`src/rtl/ivga_pkg.sv`:
```
package ivga_pkg;

  // one pixel: three bits per colour channel
  typedef struct packed {
    logic [2:0] r;
    logic [2:0] g;
    logic [2:0] b;
  } pix_t;

endpackage

```
`src/rtl/ivga_src_track.sv`:
```
// Follows the incoming sync train: edge detect, line/column counters,
// lock on the first vertical sync and detection of missing syncs.
module ivga_src_track
  import ivga_pkg::*;
#(
  parameter int H_SYNC  = 96,
  parameter int H_BP    = 48,
  parameter int H_VIS   = 640,
  parameter int H_TOTAL = 800,
  parameter int V_SYNC  = 2,
  parameter int V_BP    = 33,
  parameter int V_VIS   = 480,
  parameter int V_TOTAL = 525
) (
  input  logic clk,
  input  logic rst_n,
  input  logic hsync_in,
  input  logic vsync_in,
  input  pix_t pix_in,
  output pix_t pix_q,
  output logic vis,
  output logic lock_evt,
  output logic locked,
  output logic lost
);

  localparam int HW = $clog2(H_TOTAL + 1);
  localparam int VW = $clog2(V_TOTAL + 1);
  localparam logic [HW-1:0] H_ON  = HW'(H_SYNC + H_BP);
  localparam logic [HW-1:0] H_OFF = HW'(H_SYNC + H_BP + H_VIS);
  localparam logic [HW-1:0] H_END = HW'(H_TOTAL);
  localparam logic [VW-1:0] V_ON  = VW'(V_SYNC + V_BP);
  localparam logic [VW-1:0] V_OFF = VW'(V_SYNC + V_BP + V_VIS);
  localparam logic [VW-1:0] V_LST = VW'(V_TOTAL - 1);

  logic          hs_s1, hs_s2, vs_s1, vs_s2;
  logic [HW-1:0] hcnt, hcnt_d;
  logic [VW-1:0] vcnt, vcnt_d;
  logic          vcnt_en, locked_d;
  logic          hfall, vfall;

  assign hfall = hs_s2 & ~hs_s1;
  assign vfall = vs_s2 & ~vs_s1;

  always_comb begin
    // column restarts at 1 so that hcnt names the position held in pix_q
    if (hfall)             hcnt_d = HW'(1);
    else if (hcnt == H_END) hcnt_d = hcnt;
    else                   hcnt_d = hcnt + 1'b1;
    vcnt_en  = hfall | vfall;
    vcnt_d   = vfall ? '0 : vcnt + 1'b1;
    locked_d = locked | vfall;
  end

  assign lock_evt = vfall & ~locked;
  assign vis  = locked & (hcnt >= H_ON) & (hcnt < H_OFF)
                       & (vcnt >= V_ON) & (vcnt < V_OFF);
  assign lost = locked & (((hcnt == H_END) & ~hfall)
                        | (hfall & ~vfall & (vcnt == V_LST)));

  always_ff @(posedge clk or negedge rst_n) begin
    if (!rst_n) begin
      hs_s1  <= 1'b1;
      hs_s2  <= 1'b1;
      vs_s1  <= 1'b1;
      vs_s2  <= 1'b1;
      pix_q  <= '0;
      hcnt   <= '0;
      vcnt   <= '0;
      locked <= 1'b0;
    end else begin
      hs_s1  <= hsync_in;
      hs_s2  <= hs_s1;
      vs_s1  <= vsync_in;
      vs_s2  <= vs_s1;
      pix_q  <= pix_in;
      hcnt   <= hcnt_d;
      if (vcnt_en) vcnt <= vcnt_d;
      locked <= locked_d;
    end
  end

endmodule

```
`src/rtl/ivga_out_timing.sv`:
```
// Free-running outgoing timing, started once at lock with a fixed lag.
module ivga_out_timing #(
  parameter int H_SYNC  = 96,
  parameter int H_BP    = 48,
  parameter int H_VIS   = 640,
  parameter int H_TOTAL = 800,
  parameter int V_SYNC  = 2,
  parameter int V_BP    = 33,
  parameter int V_VIS   = 480,
  parameter int V_TOTAL = 525,
  parameter int OFFSET  = 32
) (
  input  logic clk,
  input  logic rst_n,
  input  logic start,
  output logic hs_n,
  output logic vs_n,
  output logic vis
);

  localparam int HW = $clog2(H_TOTAL);
  localparam int VW = $clog2(V_TOTAL);
  // the clock after lock is input position 1, so the output sits OFFSET behind
  localparam logic [HW-1:0] H_INIT = HW'((H_TOTAL + 1 - OFFSET) % H_TOTAL);
  localparam logic [VW-1:0] V_INIT = (OFFSET == 1) ? '0 : VW'(V_TOTAL - 1);
  localparam logic [HW-1:0] H_LST  = HW'(H_TOTAL - 1);
  localparam logic [VW-1:0] V_LST  = VW'(V_TOTAL - 1);
  localparam logic [HW-1:0] H_SW   = HW'(H_SYNC);
  localparam logic [VW-1:0] V_SW   = VW'(V_SYNC);
  localparam logic [HW-1:0] H_ON   = HW'(H_SYNC + H_BP);
  localparam logic [HW-1:0] H_OFF  = HW'(H_SYNC + H_BP + H_VIS);
  localparam logic [VW-1:0] V_ON   = VW'(V_SYNC + V_BP);
  localparam logic [VW-1:0] V_OFF  = VW'(V_SYNC + V_BP + V_VIS);

  logic          run;
  logic [HW-1:0] oh, oh_d;
  logic [VW-1:0] ov, ov_d;
  logic          cnt_en, line_end;

  always_comb begin
    line_end = (oh == H_LST);
    cnt_en   = run | start;
    if (!run) begin
      oh_d = H_INIT;
      ov_d = V_INIT;
    end else begin
      oh_d = line_end ? '0 : oh + 1'b1;
      if (line_end) ov_d = (ov == V_LST) ? '0 : ov + 1'b1;
      else          ov_d = ov;
    end
  end

  assign hs_n = ~(run & (oh < H_SW));
  assign vs_n = ~(run & (ov < V_SW));
  assign vis  = run & (oh >= H_ON) & (oh < H_OFF) & (ov >= V_ON) & (ov < V_OFF);

  always_ff @(posedge clk or negedge rst_n) begin
    if (!rst_n) begin
      run <= 1'b0;
      oh  <= '0;
      ov  <= '0;
    end else if (cnt_en) begin
      run <= 1'b1;
      oh  <= oh_d;
      ov  <= ov_d;
    end
  end

endmodule

```
`src/rtl/ivga_pix_fifo.sv`:
```
// Pixel queue with combinational head; write and read may share a cycle.
module ivga_pix_fifo
  import ivga_pkg::*;
#(
  parameter int DEPTH = 64
) (
  input  logic clk,
  input  logic rst_n,
  input  logic wr,
  input  pix_t wdata,
  input  logic rd,
  output pix_t rdata,
  output logic full,
  output logic empty
);

  localparam int AW = $clog2(DEPTH);
  localparam int CW = $clog2(DEPTH + 1);
  localparam logic [AW-1:0] P_LST = AW'(DEPTH - 1);
  localparam logic [CW-1:0] C_MAX = CW'(DEPTH);

  pix_t          mem [DEPTH];
  logic [AW-1:0] wp, rp, wp_d, rp_d;
  logic [CW-1:0] cnt, cnt_d;
  logic          do_wr, do_rd;

  assign full  = (cnt == C_MAX);
  assign empty = (cnt == '0);
  assign rdata = mem[rp];

  always_comb begin
    do_rd = rd & ~empty;
    do_wr = wr & (~full | do_rd);
    wp_d  = (wp == P_LST) ? '0 : wp + 1'b1;
    rp_d  = (rp == P_LST) ? '0 : rp + 1'b1;
    cnt_d = cnt;
    if (do_wr & ~do_rd)      cnt_d = cnt + 1'b1;
    else if (do_rd & ~do_wr) cnt_d = cnt - 1'b1;
  end

  always_ff @(posedge clk) begin
    if (do_wr) mem[wp] <= wdata;
  end

  always_ff @(posedge clk or negedge rst_n) begin
    if (!rst_n) begin
      wp  <= '0;
      rp  <= '0;
      cnt <= '0;
    end else begin
      if (do_wr) wp <= wp_d;
      if (do_rd) rp <= rp_d;
      cnt <= cnt_d;
    end
  end

endmodule

```
`src/rtl/ivga_retimer.sv`:
```
module ivga_retimer
  import ivga_pkg::*;
#(
  parameter int H_VIS    = 640,
  parameter int H_FP     = 16,
  parameter int H_SYNC   = 96,
  parameter int H_BP     = 48,
  parameter int V_VIS    = 480,
  parameter int V_FP     = 10,
  parameter int V_SYNC   = 2,
  parameter int V_BP     = 33,
  parameter int OFFSET   = 32,
  parameter int QDEPTH   = 64
) (
  input  logic       clk,
  input  logic       rst_n,
  input  logic [2:0] i_red,
  input  logic [2:0] i_green,
  input  logic [2:0] i_blue,
  input  logic       i_hsync,
  input  logic       i_vsync,
  output logic [2:0] o_red,
  output logic [2:0] o_green,
  output logic [2:0] o_blue,
  output logic       o_hsync,
  output logic       o_vsync,
  output logic       o_error
);

  localparam int H_TOTAL = H_VIS + H_FP + H_SYNC + H_BP;
  localparam int V_TOTAL = V_VIS + V_FP + V_SYNC + V_BP;

  // reset: asserted at once, released on a clock edge
  logic rst_m, srst_n;
  always_ff @(posedge clk or negedge rst_n) begin
    if (!rst_n) begin
      rst_m  <= 1'b0;
      srst_n <= 1'b0;
    end else begin
      rst_m  <= 1'b1;
      srst_n <= rst_m;
    end
  end

  pix_t pix_in, pix_q, head, rgb_d, rgb_q;
  logic in_vis, lock_evt, locked, lost;
  logic ohs_n, ovs_n, out_vis;
  logic q_wr, q_rd, q_full, q_empty, ovf, udf, err_d;

  assign pix_in = '{r: i_red, g: i_green, b: i_blue};

  ivga_src_track #(
    .H_SYNC(H_SYNC), .H_BP(H_BP), .H_VIS(H_VIS), .H_TOTAL(H_TOTAL),
    .V_SYNC(V_SYNC), .V_BP(V_BP), .V_VIS(V_VIS), .V_TOTAL(V_TOTAL)
  ) i_src (
    .clk(clk), .rst_n(srst_n), .hsync_in(i_hsync), .vsync_in(i_vsync),
    .pix_in(pix_in), .pix_q(pix_q), .vis(in_vis), .lock_evt(lock_evt),
    .locked(locked), .lost(lost)
  );

  ivga_out_timing #(
    .H_SYNC(H_SYNC), .H_BP(H_BP), .H_VIS(H_VIS), .H_TOTAL(H_TOTAL),
    .V_SYNC(V_SYNC), .V_BP(V_BP), .V_VIS(V_VIS), .V_TOTAL(V_TOTAL),
    .OFFSET(OFFSET)
  ) i_otim (
    .clk(clk), .rst_n(srst_n), .start(lock_evt),
    .hs_n(ohs_n), .vs_n(ovs_n), .vis(out_vis)
  );

  assign q_wr = in_vis;
  assign q_rd = out_vis;

  ivga_pix_fifo #(.DEPTH(QDEPTH)) i_q (
    .clk(clk), .rst_n(srst_n), .wr(q_wr), .wdata(pix_q), .rd(q_rd),
    .rdata(head), .full(q_full), .empty(q_empty)
  );

  always_comb begin
    ovf   = q_wr & q_full & ~q_rd;
    udf   = q_rd & q_empty;
    err_d = o_error | lost | ovf | udf;
    rgb_d = (out_vis & ~q_empty) ? head : '0;
  end

  always_ff @(posedge clk or negedge srst_n) begin
    if (!srst_n) begin
      o_hsync <= 1'b1;
      o_vsync <= 1'b1;
      rgb_q   <= '0;
      o_error <= 1'b0;
    end else begin
      o_hsync <= ohs_n;
      o_vsync <= ovs_n;
      rgb_q   <= rgb_d;
      o_error <= err_d;
    end
  end

  assign o_red   = rgb_q.r;
  assign o_green = rgb_q.g;
  assign o_blue  = rgb_q.b;

endmodule

```
`config.mk`:
```
export PLATFORM = sky130hd
export DESIGN_NAME = ivga_retimer
export DESIGN_NICKNAME = d
export VERILOG_FILES = /design/src/rtl/ivga_pkg.sv /design/src/rtl/ivga_src_track.sv /design/src/rtl/ivga_out_timing.sv /design/src/rtl/ivga_pix_fifo.sv /design/src/rtl/ivga_retimer.sv
export SDC_FILE = /design/constraint.sdc
export NUM_CORES = 1
export LEC_CHECK = 0
export BUFFER_PORTS_ARGS = -buffer_cell sky130_fd_sc_hd__clkbuf_2
export CORE_AREA = 2 2 296 210
export CTS_CLUSTER_DIAMETER = 60
export DETAILED_ROUTE_END_ITERATION = 8
export DIE_AREA = 0 0 298 212
export GPL_TIMING_DRIVEN = 0
export PLACE_DENSITY = 0.68
export SLEW_MARGIN = 20
export SYNTH_ARGS = -nofsm -noshare
export SYNTH_HDL_FRONTEND = slang
export SYNTH_HIERARCHICAL = 1
export SYNTH_SLANG_ARGS = --single-unit
```
`constraint.sdc`:
```
create_clock -name clk -period 4.85 [get_ports clk]
set_clock_uncertainty 0.1 [all_clocks]
set_input_delay 0.485 -clock clk [delete_from_list [all_inputs] [get_ports clk]]
set_output_delay 0.485 -clock clk [all_outputs]
set_load 0.02 [all_outputs]
```
## Word-level counts from Yosys, hierarchy flattened

Memories as Yosys holds them, arrays and structs flattened.
Index checks and enable logic that the tools add are counted.

| storage, ports and cells | value |
|---|---|
| RAM bits | 576 |
| register bits | 88 |
| bits of input ports | 13 |
| memories kept | 1 |
| output and inout bits | 12 |

| operators by class | value |
|---|---|
| magnitude comparators | 10 |
| reduce and logical (&&, ||, !) cells | 3 |
| equal/unequal tests | 9 |
| mux-type cells | 15 |
| bitwise gates (word level) | 44 |
| add/sub/neg operators | 8 |

Memory list:

| name | words | width | read ports | clocked after memory_dff | write ports | line | text |
|---|---|---|---|---|---|---|---|
| i_q.mem | 64 | 9 | 1 | 0 | 1 | ivga_pix_fifo.sv:22 | `pix_t mem [DEPTH];` |

Operators with widths:

| cell | count |
|---|---|
| two-way mux 10 bit | 8 |
| adder 10 x 1 -> 10 bit (second input constant) | 4 |
| equality test 10 bit (second input constant) | 4 |
| < comparator 10 bit (second input constant) | 4 |
| AND 1 bit | 24 |
| >= comparator 10 x 6 -> 1 bit (second input constant) | 2 |
| >= comparator 10 x 8 -> 1 bit (second input constant) | 2 |
| two-way mux 7 bit | 2 |
| adder 6 x 1 -> 6 bit (second input constant) | 2 |
| equality test 6 bit (second input constant) | 2 |
| two-way mux 6 bit | 2 |
| inverter 1 bit | 12 |
| < comparator 10 x 2 -> 1 bit (second input constant) | 1 |
| < comparator 10 x 7 -> 1 bit (second input constant) | 1 |
| two-way mux 9 bit | 1 |
| OR 1 bit | 8 |
| adder 7 x 1 -> 7 bit (second input constant) | 1 |
| equality test 7 bit (second input constant) | 1 |
| logical NOT 7 bit | 1 |
| subtractor 7 x 1 -> 7 bit (second input constant) | 1 |
| two-way mux 1 bit | 2 |
| inequality test 2 x 1 -> 1 bit (second input constant) | 1 |
| inequality test 2 bit (second input constant) | 1 |
| AND reduction 2 bit | 1 |
| nonzero test 2 bit | 1 |

## Longest topological paths before layout

| logic depth | value |
|---|---|
| word-level depth | 12 |
| gate-level depth with buffers | 17 |
| gate-level depth less buffers | 16 |

## Modules after synthesis

The synthesis kept the hierarchy.

Modules (own cells, without submodules):

| module | instances | cells each | area each (µm²) |
|---|---|---|---|
| ivga_pix_fifo | 1 | 1129 | 23607.6 |
| ivga_src_track | 1 | 136 | 1501.4 |
| ivga_out_timing | 1 | 160 | 1391.3 |
| ivga_retimer | 1 | 28 | 442.9 |

## Least setup slack after synthesis

Ideal clock, no wire load.

| path | value |
|---|---|
| kind | flip-flop to flip-flop |
| from | register i_otim.oh[5] |
| to | register i_q.cnt[6] |
| buffers on the path | 2 |
| data arrival time | 3.454 ns |
| library setup time | 0.127 ns |
| period minus slack after synthesis | 3.681 ns |
| stages on the path, launching flop included | 17 |
| data required time | 4.623 ns |
| setup slack | 1.169 ns |
| cell sequence | dfrtp_1 buf_6 or2_1 buf_6 o311ai_0 o311ai_0 nor2_1 inv_1 a31oi_1 inv_1 ha_1 fa_1 nor2b_1 o21ai_0 a2111oi_0 a211oi_1 xnor2_1 |

| between the ends | value |
|---|---|
| longest elaborated chain between the ends | 11 |

Ends and longest elaborated chain:

| item | line | text |
|---|---|---|
| from (decl) | ivga_out_timing.sv:36 | `logic [HW-1:0] oh, oh_d;` |
| from (signal assigned) | ivga_out_timing.sv:64 | `oh <= oh_d;` |
| >= comparator 10 x 8 -> 1 bit | ivga_out_timing.sv:55 | `assign vis = run & (oh >= H_ON) & (oh < H_OFF) & (ov >= V_ON) & (ov < V_OFF);` |
| AND 1 bit | ivga_out_timing.sv:55 |  |
| AND 1 bit (*) (3 in a row) | ivga_out_timing.sv:55 |  |
| via out_vis | ivga_retimer.sv:47 | `logic ohs_n, ovs_n, out_vis;` |
| AND 1 bit (*) | ivga_pix_fifo.sv:32 | `do_rd = rd & ~empty;` |
| OR 1 bit | ivga_pix_fifo.sv:33 | `do_wr = wr & (~full \| do_rd);` |
| AND 1 bit | ivga_pix_fifo.sv:33 |  |
| inverter 1 bit | ivga_pix_fifo.sv:38 | `else if (do_rd & ~do_wr) cnt_d = cnt - 1'b1;` |
| AND 1 bit | ivga_pix_fifo.sv:38 |  |
| nonzero test 2 bit (no source line) | - |  |
| to (signal assigned) | ivga_pix_fifo.sv:53 | `cnt <= cnt_d;` |
| to (decl) | ivga_pix_fifo.sv:24 | `logic [CW-1:0] cnt, cnt_d;` |

The timed path passes the listed nets; every way through them passes the cells marked *.
A chain may end at the register's enable or synchronous reset.

## Final worst setup path

| path | value |
|---|---|
| from | register i_otim.oh[5] |
| to | memory i_q/mem[21][5] (netlist bit), enable pin |

| between the ends | value |
|---|---|
| longest elaborated chain between the ends | 10 |

Ends and longest elaborated chain:

| item | line | text |
|---|---|---|
| >= comparator 10 x 8 -> 1 bit | ivga_out_timing.sv:55 |  |
| AND 1 bit | ivga_out_timing.sv:55 |  |
| AND 1 bit (*) (3 in a row) | ivga_out_timing.sv:55 |  |
| via out_vis | ivga_retimer.sv:47 |  |
| AND 1 bit (*) | ivga_pix_fifo.sv:32 |  |
| OR 1 bit (*) | ivga_pix_fifo.sv:33 |  |
| AND 1 bit (*) | ivga_pix_fifo.sv:33 |  |
| via i_q.do_wr | ivga_pix_fifo.sv:25 | `logic do_wr, do_rd;` |
| two-way mux 1 bit (*) | ivga_pix_fifo.sv:42 | `if (do_wr) mem[wp] <= wdata;` |
| two-way mux 1 bit (implied by the code) (*) | ivga_pix_fifo.sv:42 |  |
| to (decl) | ivga_pix_fifo.sv:22 |  |

Marks and branches as above.

==> flow_summary.json <==
{
  "outcome": "finished clean",
  "cp_num_buf_inv": 4,
  "pin_count": 25,
  "post_cts_buffers": 0,
  "drv_slew": 0,
  "via_per_inst": 5.86,
  "htreeDepth": 3,
  "place_inst": 2305,
  "r2r-start": "i_otim/oh[5]",
  "routedWlPerCell_um": 25.1,
  "dieArea_um2": 63200,
  "crit_chain": "buf_6 -> or2_1 -> buf_6 -> o311ai_0 -> o311ai_0 -> nor2_1 -> inv_1 -> a41oi_2 -> and2_0 -> clkbuf_1 -> nand2_1 -> nor2_1",
  "slowest_delay_ns": 0.95,
  "worst_pin_slew_ns": 1.10,
  "tns_ns": 0,
  "grt_antenna_before_repair": 0,
  "synth_cells": 1453,
  "drt-initial-drc-count": 1670,
  "cts-root-buf": "clkbuf_16",
  "hp-class": "in -> async",
  "period_minus_slack_ns": 4.51,
  "drtAntennaViolNets": 0,
  "critPathMaxFanout": 9,
  "ys_seq_area_frac": 0.724,
  "yosysMostFrequentCell": "edfxtp_1",
  "synthArstFlopShare": 0.133,
  "grt-ovfl-total": 0,
  "synth_commonest_cells": "edfxtp_1, mux4_2, nor2_1, dfrtp_1, nand2_1",
  "final_core_util": 0.505,
  "syn_nets": 1484,
  "fmax_mhz": 222,
  "max_cap_viol_count": 0,
  "area_growth_pct": 13.7,
  "finalNonFillerCells": 2439,
  "worstSetupStartpoint": "i_otim/oh[5]",
  "diodes": 0,
  "initial_core_util": 0.444,
  "dieHeight_um": 212,
  "syn-cell-area_um2": 26900,
  "ir_drop_v": 0.000229,
  "yosys_warnings": 6,
  "dp_hpwl_mm": 40.6,
  "first_pass_iters": 5,
  "endpoint_kind": "flip-flop",
  "power_leakage_nw": 9.81,
  "grt_setup_unrepaired": "no",
  "crit_arrival_ns": 4.61,
  "yosysTopAreaCellShare": 0.642,
  "path_clk_slew_ns": 0.06,
  "worstSetupStartpointType": "flip-flop",
  "drc": 0,
  "nets": 1597,
  "crit_family": "simple AND/OR/NAND/NOR gates",
  "die_w_um": 298,
  "gp_congestion": 0.810,
  "synth_flop_cell": "edfxtp_1",
  "cts_tree": "done",
  "synth_edf_count": 576,
  "hold_viol_final": 0,
  "powerDensity_nw_per_um2": 387,
  "coreArea_um2": 60700,
  "finalSetupViolCount": 0,
  "period_share": 0.929,
  "grt_pass1_vias": 14118,
  "vias": 14285,
  "ys_ff_latch": 664,
  "slowest_stage": "nor2_1",
  "portBuffers": 24,
  "synth_cell_types": 82,
  "grt_pass1_wl_mm": 91.7,
  "max-clock-path-buffers": 3,
  "grt.total_usage": 0.198,
  "synth_top_area_cell": "edfxtp_1",
  "criticalPathCategory": "reg -> reg",
  "synth_area_per_cell_um2": 18.5,
  "drive_gt1_frac": 0.213,
  "grt_max_degree": 65,
  "worstPathRequired_ns": 4.96,
  "clock_latency_ns": 0.61,
  "fillers": 4929,
  "rows": 76,
  "numClockSinks": 664,
  "synth.area.top_cells": "edfxtp_1, mux4_2, dfrtp_1",
  "finalWirelength_mm": 61.2,
  "cts_buffers": 66,
  "relSlewSlack": 0.265
}
where the power goes:
group          switching (W)  leakage (nW)  total, W  internal [W]
sequential          0.000117          6.29   0.00638       0.00627
combinational       0.000188          2.45  0.000306      0.000118
clock                0.00216          1.07   0.00516       0.00300
total                0.00246          9.81    0.0119       0.00939
metrics by stage:
stage | area (um^2) | total power [W] | hold slack, ns | worst slack [ns]
6_report | 30600 | 0.0119 | 0.100 | 0.343
5_1_grt | 30600 | 0.0122 | 0.0882 | 0.0980
4_1_cts | 30600 | 0.0120 | 0.0642 | 0.0471
3_5_place_dp | 28300 | 0.00680 | 0.174 | 0.0719
3_3_place_gp | 28100 | 0.00676 | 0.171 | 0.241
2_1_floorplan | 26900 | 0.00667 | 0.0894 | 1.17
worst register-to-register path, delay by kind of cell, from the launching register on:
family,cells,cell delay [ns]
simple gates,5,2.06
compound gates,3,0.97
buf+inv,4,0.63
flops,1,0.38
sequential cells by signal, indices dropped and copies added (netlist names), 6 cells and up:
name / count
i_otim/oh: 10
i_otim/ov: 10
i_q/cnt: 7
i_q/mem: 576
i_q/rp: 6
i_q/wp: 6
i_src/hcnt: 10
i_src/pix_q: 9
i_src/vcnt: 10
worst paths after layout:
path,to,slack [ns],cells past startpoint
max in group asynchronous,i_src/vs_s2,3.70,1
min reg2reg,i_otim/oh[0],0.24,0
max,i_q/mem[21][5],0.34,12
min,srst_n,0.10,2
max reg2reg,i_q/mem[21][5],0.34,12
min in group clk,srst_n,0.25,0
final cells by class:
| cell class | instances | area, um^2 | area share |
|---|---|---|---|
| plain buffers | 72 | 528 | 0.0172 |
| clock buffers | 81 | 1770 | 0.0578 |
| clock inverters | 41 | 425 | 0.0139 |
| inverters | 30 | 113 | 0.00368 |
| multi-input cells | 687 | 6810 | 0.222 |
| flip-flops and latches | 664 | 19500 | 0.637 |
| well taps | 819 | 1020 | 0.0335 |
| repair buffers | 45 | 435 | 0.0142 |
logic make-up after synthesis:
group,Yosys count,synth area share
DFF,664,0.724
and+or+nand+nor,298,0.0573
muxes,181,0.134
AOI/OAI and AO/OA,164,0.0442
buffers and inverters,102,0.0238
xor gates and xnor gates,25,0.00813
adders and majority gates,18,0.00864
other,1,0.000139
timing repair:
action                                  CTS  global route
hold buffers                             12             0
hold endpoints to repair                 13             0
resized for setup                         0             2
endpoints found under the setup margin    0             3
cell usage in the layout (no fill, tap or decap), types with 16 or more instances in the layout:
cell / instances
a21oi_1: 17
nor2b_1: 19
ha_1: 17
mux2i_1: 28
dfrtp_1: 72
nor2_1: 105
clkbuf_2: 26
clkbuf_1: 33
nand2_1: 56
clkbuf_16: 69
nand3_1: 25
edfxtp_1: 576
inv_1: 29
mux2_2: 16
mux4_2: 121
o21ai_0: 27
mux4_1: 16
buf_6: 16
metal layers:
layer  track usage  vias to the layer above  share of wire
met3        0.0546                       82          0.092
met4        0.0546                        0          0.022
met5             0                        -              0
met1         0.300                     7511           0.46
li1              -                     6111              -
met2         0.280                      581           0.43
No activity file was read; power rests on OpenSTA's default activity.
